==> config.mk <==
export PLATFORM = sky130hd
export DESIGN_NAME = dtimer_channel
export DESIGN_NICKNAME = d
export VERILOG_FILES = /design/src/rtl/dtimer_pkg.sv /design/src/rtl/dtimer_ctrl.sv /design/src/rtl/dtimer_dp.sv /design/src/rtl/dtimer_channel.sv
export SDC_FILE = /design/constraint.sdc
export NUM_CORES = 1
export LEC_CHECK = 0
export BUFFER_PORTS_ARGS = -buffer_cell sky130_fd_sc_hd__buf_2
export CAP_MARGIN = 10
export CELL_PAD_IN_SITES_DETAIL_PLACEMENT = 0
export CELL_PAD_IN_SITES_GLOBAL_PLACEMENT = 1
export CORE_UTILIZATION = 40
export CTS_CLUSTER_DIAMETER = 120
export DETAILED_ROUTE_END_ITERATION = 10
export PLACE_DENSITY_LB_ADDON = 0.1
export SKIP_CTS_REPAIR_TIMING = 1
export SYNTH_ARGS = -nofsm -noshare
export SYNTH_HDL_FRONTEND = slang
export SYNTH_HIERARCHICAL = 1
export SYNTH_SLANG_ARGS = --single-unit
==> constraint.sdc <==
create_clock -name clk -period 2.3 [get_ports clk]
set_input_delay 0 -clock clk [delete_from_list [all_inputs] [get_ports clk]]
set_output_delay 0 -clock clk [all_outputs]
set_load 0.01 [all_outputs]
==> src/rtl/dtimer_pkg.sv <==
package dtimer_pkg;
  localparam int DATA_W = 32;
  localparam int ADDR_W = 8;
  localparam int CNT_W  = DATA_W / 2;
  localparam int PRE_W  = 2;
  localparam int SEL_W  = 4;

  // address pages (addr[7:4]) and alias kinds (addr[3:2])
  localparam int PAGE_BLK = 0;
  localparam int PAGE_CH  = 1;
  localparam int PAGE_CNT = 2;
  localparam logic [1:0] KIND_WRITE = 2'd0;
  localparam logic [1:0] KIND_SET   = 2'd1;
  localparam logic [1:0] KIND_CLR   = 2'd2;

  // block word
  localparam int SOFT_BIT = 31;
  localparam int GATE_BIT = 30;

  // channel word
  localparam int SEL_LSB  = 0;
  localparam int PRE_LSB  = 4;
  localparam int POL_BIT  = 6;
  localparam int UPD_BIT  = 7;
  localparam int REL_BIT  = 8;
  localparam int IEN_BIT  = 14;
  localparam int FLAG_BIT = 15;

  localparam logic [SEL_W-1:0] SEL_NEVER  = 4'd0;
  localparam logic [SEL_W-1:0] SEL_EXT    = 4'd1;
  localparam logic [SEL_W-1:0] SEL_REF    = 4'd8;
  localparam logic [SEL_W-1:0] SEL_ALWAYS = 4'd15;

  typedef struct packed {
    logic chReset;   // hold channel cleared
    logic run;       // counting allowed
    logic cntWr;     // store fixed count
    logic loadLive;  // also load live count
    logic flagClr;   // clear sticky flag
    logic preClr;    // restart prescaler
  } dpCmd_t;
endpackage

==> src/rtl/dtimer_ctrl.sv <==
module dtimer_ctrl
  import dtimer_pkg::*;
(
  input  logic                 clk,
  input  logic                 rstN,
  input  logic                 wrEn,
  input  logic [ADDR_W-1:0]    addr,
  input  logic [DATA_W-1:0]    wrData,
  input  logic [CNT_W-1:0]     liveCnt,
  input  logic [CNT_W-1:0]     fixedCnt,
  input  logic                 irqFlag,
  output logic [DATA_W-1:0]    rdData,
  output dpCmd_t               cmd,
  output logic [SEL_W-1:0]     sel,
  output logic [PRE_W-1:0]     prescale,
  output logic                 polarity,
  output logic                 reload,
  output logic                 irqEn,
  output logic                 softRst,
  output logic                 clkGate
);
  logic                updR;
  logic [ADDR_W-5:0]   page;
  logic [1:0]          kind;
  logic                aliasOk, blkHit, chHit, cntHit, chWr;
  logic [DATA_W-1:0]   blkWord, chWord, blkNew, chNew;

  assign page    = addr[ADDR_W-1:4];
  assign kind    = addr[3:2];
  assign aliasOk = (addr[1:0] == 2'b00) && (kind != 2'd3);
  assign blkHit  = aliasOk && (page == PAGE_BLK);
  assign chHit   = aliasOk && (page == PAGE_CH);
  assign cntHit  = (page == PAGE_CNT) && (addr[3:0] == 4'd0);

  function automatic logic [DATA_W-1:0] mergeWord(input logic [DATA_W-1:0] oldW,
                                                  input logic [DATA_W-1:0] data,
                                                  input logic [1:0] k);
    case (k)
      KIND_SET: mergeWord = oldW | data;
      KIND_CLR: mergeWord = oldW & ~data;
      default:  mergeWord = data;
    endcase
  endfunction

  always_comb begin
    blkWord = '0;
    blkWord[SOFT_BIT] = softRst;
    blkWord[GATE_BIT] = clkGate;
    chWord = '0;
    chWord[SEL_LSB +: SEL_W] = sel;
    chWord[PRE_LSB +: PRE_W] = prescale;
    chWord[POL_BIT]  = polarity;
    chWord[UPD_BIT]  = updR;
    chWord[REL_BIT]  = reload;
    chWord[IEN_BIT]  = irqEn;
    chWord[FLAG_BIT] = irqFlag;
  end

  assign blkNew = mergeWord(blkWord, wrData, kind);
  assign chNew  = mergeWord(chWord, wrData, kind);
  assign chWr   = wrEn && chHit && !softRst;

  always_ff @(posedge clk) begin
    if (!rstN) begin
      softRst  <= 1'b1;
      clkGate  <= 1'b1;
      sel      <= SEL_NEVER;
      prescale <= '0;
      polarity <= 1'b0;
      updR     <= 1'b0;
      reload   <= 1'b0;
      irqEn    <= 1'b0;
    end else begin
      if (wrEn && blkHit) begin
        softRst <= blkNew[SOFT_BIT];
        clkGate <= blkNew[GATE_BIT];
      end
      if (softRst) begin
        sel      <= SEL_NEVER;
        prescale <= '0;
        polarity <= 1'b0;
        updR     <= 1'b0;
        reload   <= 1'b0;
        irqEn    <= 1'b0;
      end else if (chWr) begin
        sel      <= chNew[SEL_LSB +: SEL_W];
        prescale <= chNew[PRE_LSB +: PRE_W];
        polarity <= chNew[POL_BIT];
        updR     <= chNew[UPD_BIT];
        reload   <= chNew[REL_BIT];
        irqEn    <= chNew[IEN_BIT];
      end
    end
  end

  always_comb begin
    cmd.chReset  = softRst;
    cmd.run      = !softRst && !clkGate;
    cmd.cntWr    = wrEn && cntHit && !softRst;
    cmd.loadLive = cmd.cntWr && updR;
    cmd.flagClr  = chWr && (kind == KIND_CLR) && wrData[FLAG_BIT];
    cmd.preClr   = chWr;
  end

  always_comb begin
    if (blkHit)      rdData = blkWord;
    else if (chHit)  rdData = chWord;
    else if (cntHit) rdData = {liveCnt, fixedCnt};
    else             rdData = '0;
  end
endmodule

==> src/rtl/dtimer_dp.sv <==
module dtimer_dp
  import dtimer_pkg::*;
(
  input  logic              clk,
  input  logic              rstN,
  input  dpCmd_t            cmd,
  input  logic [CNT_W-1:0]  cntData,
  input  logic [SEL_W-1:0]  sel,
  input  logic [PRE_W-1:0]  prescale,
  input  logic              polarity,
  input  logic              reload,
  input  logic              extTick,
  input  logic              refTick,
  output logic [CNT_W-1:0]  liveCnt,
  output logic [CNT_W-1:0]  fixedCnt,
  output logic              irqFlag
);
  localparam int DIV_W = (1 << PRE_W) - 1;

  logic             pinIn, curIn, prevIn, edgeSeen, srcPulse, tick, expire;
  logic [DIV_W-1:0] divCnt, divMask;
  logic [CNT_W-1:0] nextCnt;

  always_comb begin
    case (sel)
      SEL_EXT: pinIn = extTick;
      SEL_REF: pinIn = refTick;
      default: pinIn = 1'b0;
    endcase
  end

  assign curIn    = pinIn ^ polarity;
  assign edgeSeen = curIn && !prevIn;
  assign srcPulse = (sel == SEL_ALWAYS) || (((sel == SEL_EXT) || (sel == SEL_REF)) && edgeSeen);
  assign divMask  = ~({DIV_W{1'b1}} << prescale);
  assign tick     = cmd.run && srcPulse && ((divCnt & divMask) == divMask);

  always_comb begin
    if (liveCnt != '0) nextCnt = liveCnt - 1'b1;
    else if (reload)   nextCnt = fixedCnt;
    else               nextCnt = '0;
  end

  assign expire = tick && (nextCnt == '0) && ((liveCnt != '0) || reload);

  always_ff @(posedge clk) begin
    if (!rstN || cmd.chReset) begin
      prevIn   <= 1'b0;
      divCnt   <= '0;
      liveCnt  <= '0;
      fixedCnt <= '0;
      irqFlag  <= 1'b0;
    end else begin
      prevIn <= curIn;
      if (cmd.preClr)                divCnt <= '0;
      else if (cmd.run && srcPulse)  divCnt <= divCnt + 1'b1;
      if (cmd.cntWr) fixedCnt <= cntData;
      if (cmd.loadLive)  liveCnt <= cntData;
      else if (tick)     liveCnt <= nextCnt;
      if (expire)            irqFlag <= 1'b1;
      else if (cmd.flagClr)  irqFlag <= 1'b0;
    end
  end
endmodule

==> src/rtl/dtimer_channel.sv <==
module dtimer_channel
  import dtimer_pkg::*;
(
  input  logic              clk,
  input  logic              rstN,
  input  logic              wrEn,
  input  logic [ADDR_W-1:0] addr,
  input  logic [DATA_W-1:0] wrData,
  output logic [DATA_W-1:0] rdData,
  input  logic              extTick,
  input  logic              refTick,
  output logic              irq
);
  dpCmd_t           cmd;
  logic [SEL_W-1:0] sel;
  logic [PRE_W-1:0] prescale;
  logic             polarity, reload, irqEn, softRst, clkGate, irqFlag;
  logic [CNT_W-1:0] liveCnt, fixedCnt;

  dtimer_ctrl u_ctrl (
    .clk(clk), .rstN(rstN), .wrEn(wrEn), .addr(addr), .wrData(wrData),
    .liveCnt(liveCnt), .fixedCnt(fixedCnt), .irqFlag(irqFlag),
    .rdData(rdData), .cmd(cmd), .sel(sel), .prescale(prescale),
    .polarity(polarity), .reload(reload), .irqEn(irqEn),
    .softRst(softRst), .clkGate(clkGate)
  );

  dtimer_dp u_dp (
    .clk(clk), .rstN(rstN), .cmd(cmd), .cntData(wrData[CNT_W-1:0]),
    .sel(sel), .prescale(prescale), .polarity(polarity), .reload(reload),
    .extTick(extTick), .refTick(refTick),
    .liveCnt(liveCnt), .fixedCnt(fixedCnt), .irqFlag(irqFlag)
  );

  assign irq = irqFlag && irqEn;
endmodule

==> results.yml <==
timing:
  finalClockSkew_ns: 0.01113
  rsz0062_at_grt: "no"
  drv_slew: 0
  setup_violations: 0
  fin_crit_ns: 2.106
  min_period_over_period_pct: 91.58
  tightest_slew_ns: 0.5752
  max_clock_freq_mhz: 474.8
  finalHoldViolations: 0
  tns_ns: 0
  maxSlewHeadroom_pct: 61.60
grt:
  grt.overflow.total: 0
  antenna_found_initial: 0
  grtUsageTotal_pct: 22.14
  grt_pass1_vias: 2949
  grt_max_degree: 32
  grt_pass1_wl_mm: 15.06
critical_path:
  end_kind: "register"
  cp.arrival_ns: 2.34
  worst-path-max-fanout: 8
  crit_required_ns: 2.54
  cp-start-kind: "register"
  crit_type: "register to register"
die:
  die-area_sq_um: 8567
  io_pins: 78
  rows: 32
  fp.dieH_um: 92.56
  die_width_um: 92.56
  start_util_pct: 41.80
  core_sq_um: 7848
layout:
  drive_gt1_share_pct: 27.90
  design_area_sq_um: 4030
  nets: 517
  n_antenna_cell: 0
  area_growth_pct: 22.85
logic_synthesis:
  synth_area_sq_um: 3281
  synth-edff-count: 0
  avgSynthCellArea_sq_um: 8.412
  async_reset_ff_share_pct: 0
  synthCells: 390
  synth_ff_type: "dfxtp_1"
  synth_cell_types: 54
  syn_nets: 442
  yosysSeqAreaShare_pct: 29.90
  ys_warn_count: 6
  ys_seq_elements: 49
detailed_routing:
  num_vias: 3076
  drt-wirelength-per-cell_um: 16.00
  drt_iter0_markers: 115
  firstDrtPassIters: 4
  routed_via_density: 5.415
  routed_wl_mm: 9.087
  ant_nets: 0
  drcViolationCount: 0
cts:
  clock_tree.root_cell: "clkbuf_8"
  path_clk_slew_ns: 0.10
  tritoncts: "done"
  cts_buffers: 5
  clk_path_buf_depth: 2
  cts_sinks: 49
  insertion_delay_ns: 0.30
  cts.htree.levels: 2
placement:
  gp_congestion: 0.7674
  dp_hpwl_mm: 6.607
  place_area_sq_um: 3807
  portBuffers: 63
pwr:
  power_density_nw_per_um2: 399.2
  peakVddDrop_uv: 264.6
  power_leakage_nw: 1.648
min_path:
  min_path_type: "input port to register"
flow_run:
  cap_violations: 0
run_status:
  status: "complete, no violations"
## power breakdown
group	switching (W)	internal (W)	leakage (nW)
clock network	0.000297	0.000355	0.0585
logic	0.0000632	0.0000454	1.19
registers	0.000000163	0.000848	0.396
total	0.000360	0.00125	1.65
## cell usage after synthesis, drive strengths merged, types with 5 or more instances
library cell  number  area share, %
a21oi             54            8.6
a22o              11            2.9
a31oi              5           0.95
and2              21            4.0
buf               17            3.2
clkbuf            13            1.5
dfxtp             49             30
ha                 7            2.7
inv                7           0.80
mux2              11            3.8
mux2i             29            8.8
nand2             15            1.7
nand2b             5           0.95
nand3              6           0.92
nor2              40            4.6
nor2b             14            2.7
nor3              10            1.5
nor4               7            2.2
o21ai              7            1.1
o221ai            10            2.7
xor2              10            2.7
## metal layers
| metal | part of all wire [%] | global-route usage [%] | up-vias |
|---|---|---|---|
| met3 | 3.1 | 2.709 | 2 |
| met5 | 0 | 0 | - |
| met2 | 47 | 36.42 | 67 |
| li1 | - | - | 1562 |
| met4 | 0.34 | 3.516 | 0 |
| met1 | 50 | 31.31 | 1445 |
## logic make-up after synthesis
kind of cell | after synthesis | share of synthesized area [%]
compound gates | 103 | 20.67
simple gates | 140 | 24.87
fa+ha+maj | 7 | 2.670
xor+xnor | 14 | 3.737
buf+inv | 37 | 5.530
flops | 49 | 29.90
mux | 40 | 12.62
## area by class of cell
class                           instances  area, sq um
Tap cell                              102        127.6
Sequential cell                        49        983.4
Clock inverter                          1        30.03
Inverter                                7        26.28
Fill cell                             802         3817
Multi-Input combinational cell        304         2153
Clock buffer                            7        86.33
Timing Repair Buffer                   98        623.1
## metrics by stage
| stage | setup slack [ns] | utilization [%] | cells | hold WS [ns] | total power (W) |
|---|---|---|---|---|---|
| after floorplan | 0.1458 | - | 390 | 0.05440 | 0.0009100 |
| after global placement | 0.1853 | 48.52 | 552 | 0.2184 | 0.0009649 |
| after detailed placement | 0.1338 | 48.52 | 552 | 0.2229 | 0.0009657 |
| after CTS | 0.1081 | 50.00 | 560 | -0.09825 | 0.001617 |
| after global routing | 0.02725 | 51.36 | 568 | 0.02332 | 0.001677 |
| final | 0.1937 | 51.36 | 568 | 0.006277 | 0.001609 |
## path summary, 6_finish.rpt
path | endpoint | startpoint | cells after the start | slack (ns)
hold / removal | u_dp/fixedCnt[14] | wrData[14] | 3 | 0.006
setup reg to reg | u_dp/irqFlag | u_dp/liveCnt[0] | 7 | 0.19
hold reg to reg | u_ctrl/irqEn | u_ctrl/irqEn | 2 | 0.53
setup / recovery | u_dp/irqFlag | u_dp/liveCnt[0] | 7 | 0.19
## worst max-delay path: stages, from the launching register on
cell     delay [ns]
dfxtp_1        0.32
buf_4          0.15
or4_1          0.58
o41ai_1        0.27
a31oi_1        0.17
nor4b_2        0.30
nand2_1        0.13
o21ai_1        0.14
## sequential cells by signal, indices dropped and copies added, names as in the netlist, 2 cells and up
register	flops
u_dp/liveCnt	16
u_ctrl/sel	4
u_dp/divCnt	3
u_dp/fixedCnt	16
u_ctrl/prescale	2
## placed cells by master, fill, tap and decap left out, types with 4 or more instances in the layout
| master | count |
|---|---|
| a21oi_1 | 51 |
| a22o_1 | 11 |
| a31oi_1 | 5 |
| and2_1 | 21 |
| buf_2 | 63 |
| buf_4 | 25 |
| clkbuf_8 | 6 |
| dfxtp_1 | 47 |
| dlygate4sd3_1 | 8 |
| ha_1 | 7 |
| inv_1 | 7 |
| mux2_2 | 11 |
| mux2i_1 | 29 |
| nand2_1 | 15 |
| nand2b_1 | 5 |
| nand3_1 | 6 |
| nor2_1 | 40 |
| nor2b_1 | 14 |
| nor3_1 | 9 |
| o21ai_0 | 5 |
| o221ai_1 | 10 |
| xnor2_1 | 4 |
| xor2_1 | 10 |
No activity file was read; power rests on OpenSTA's default activity.
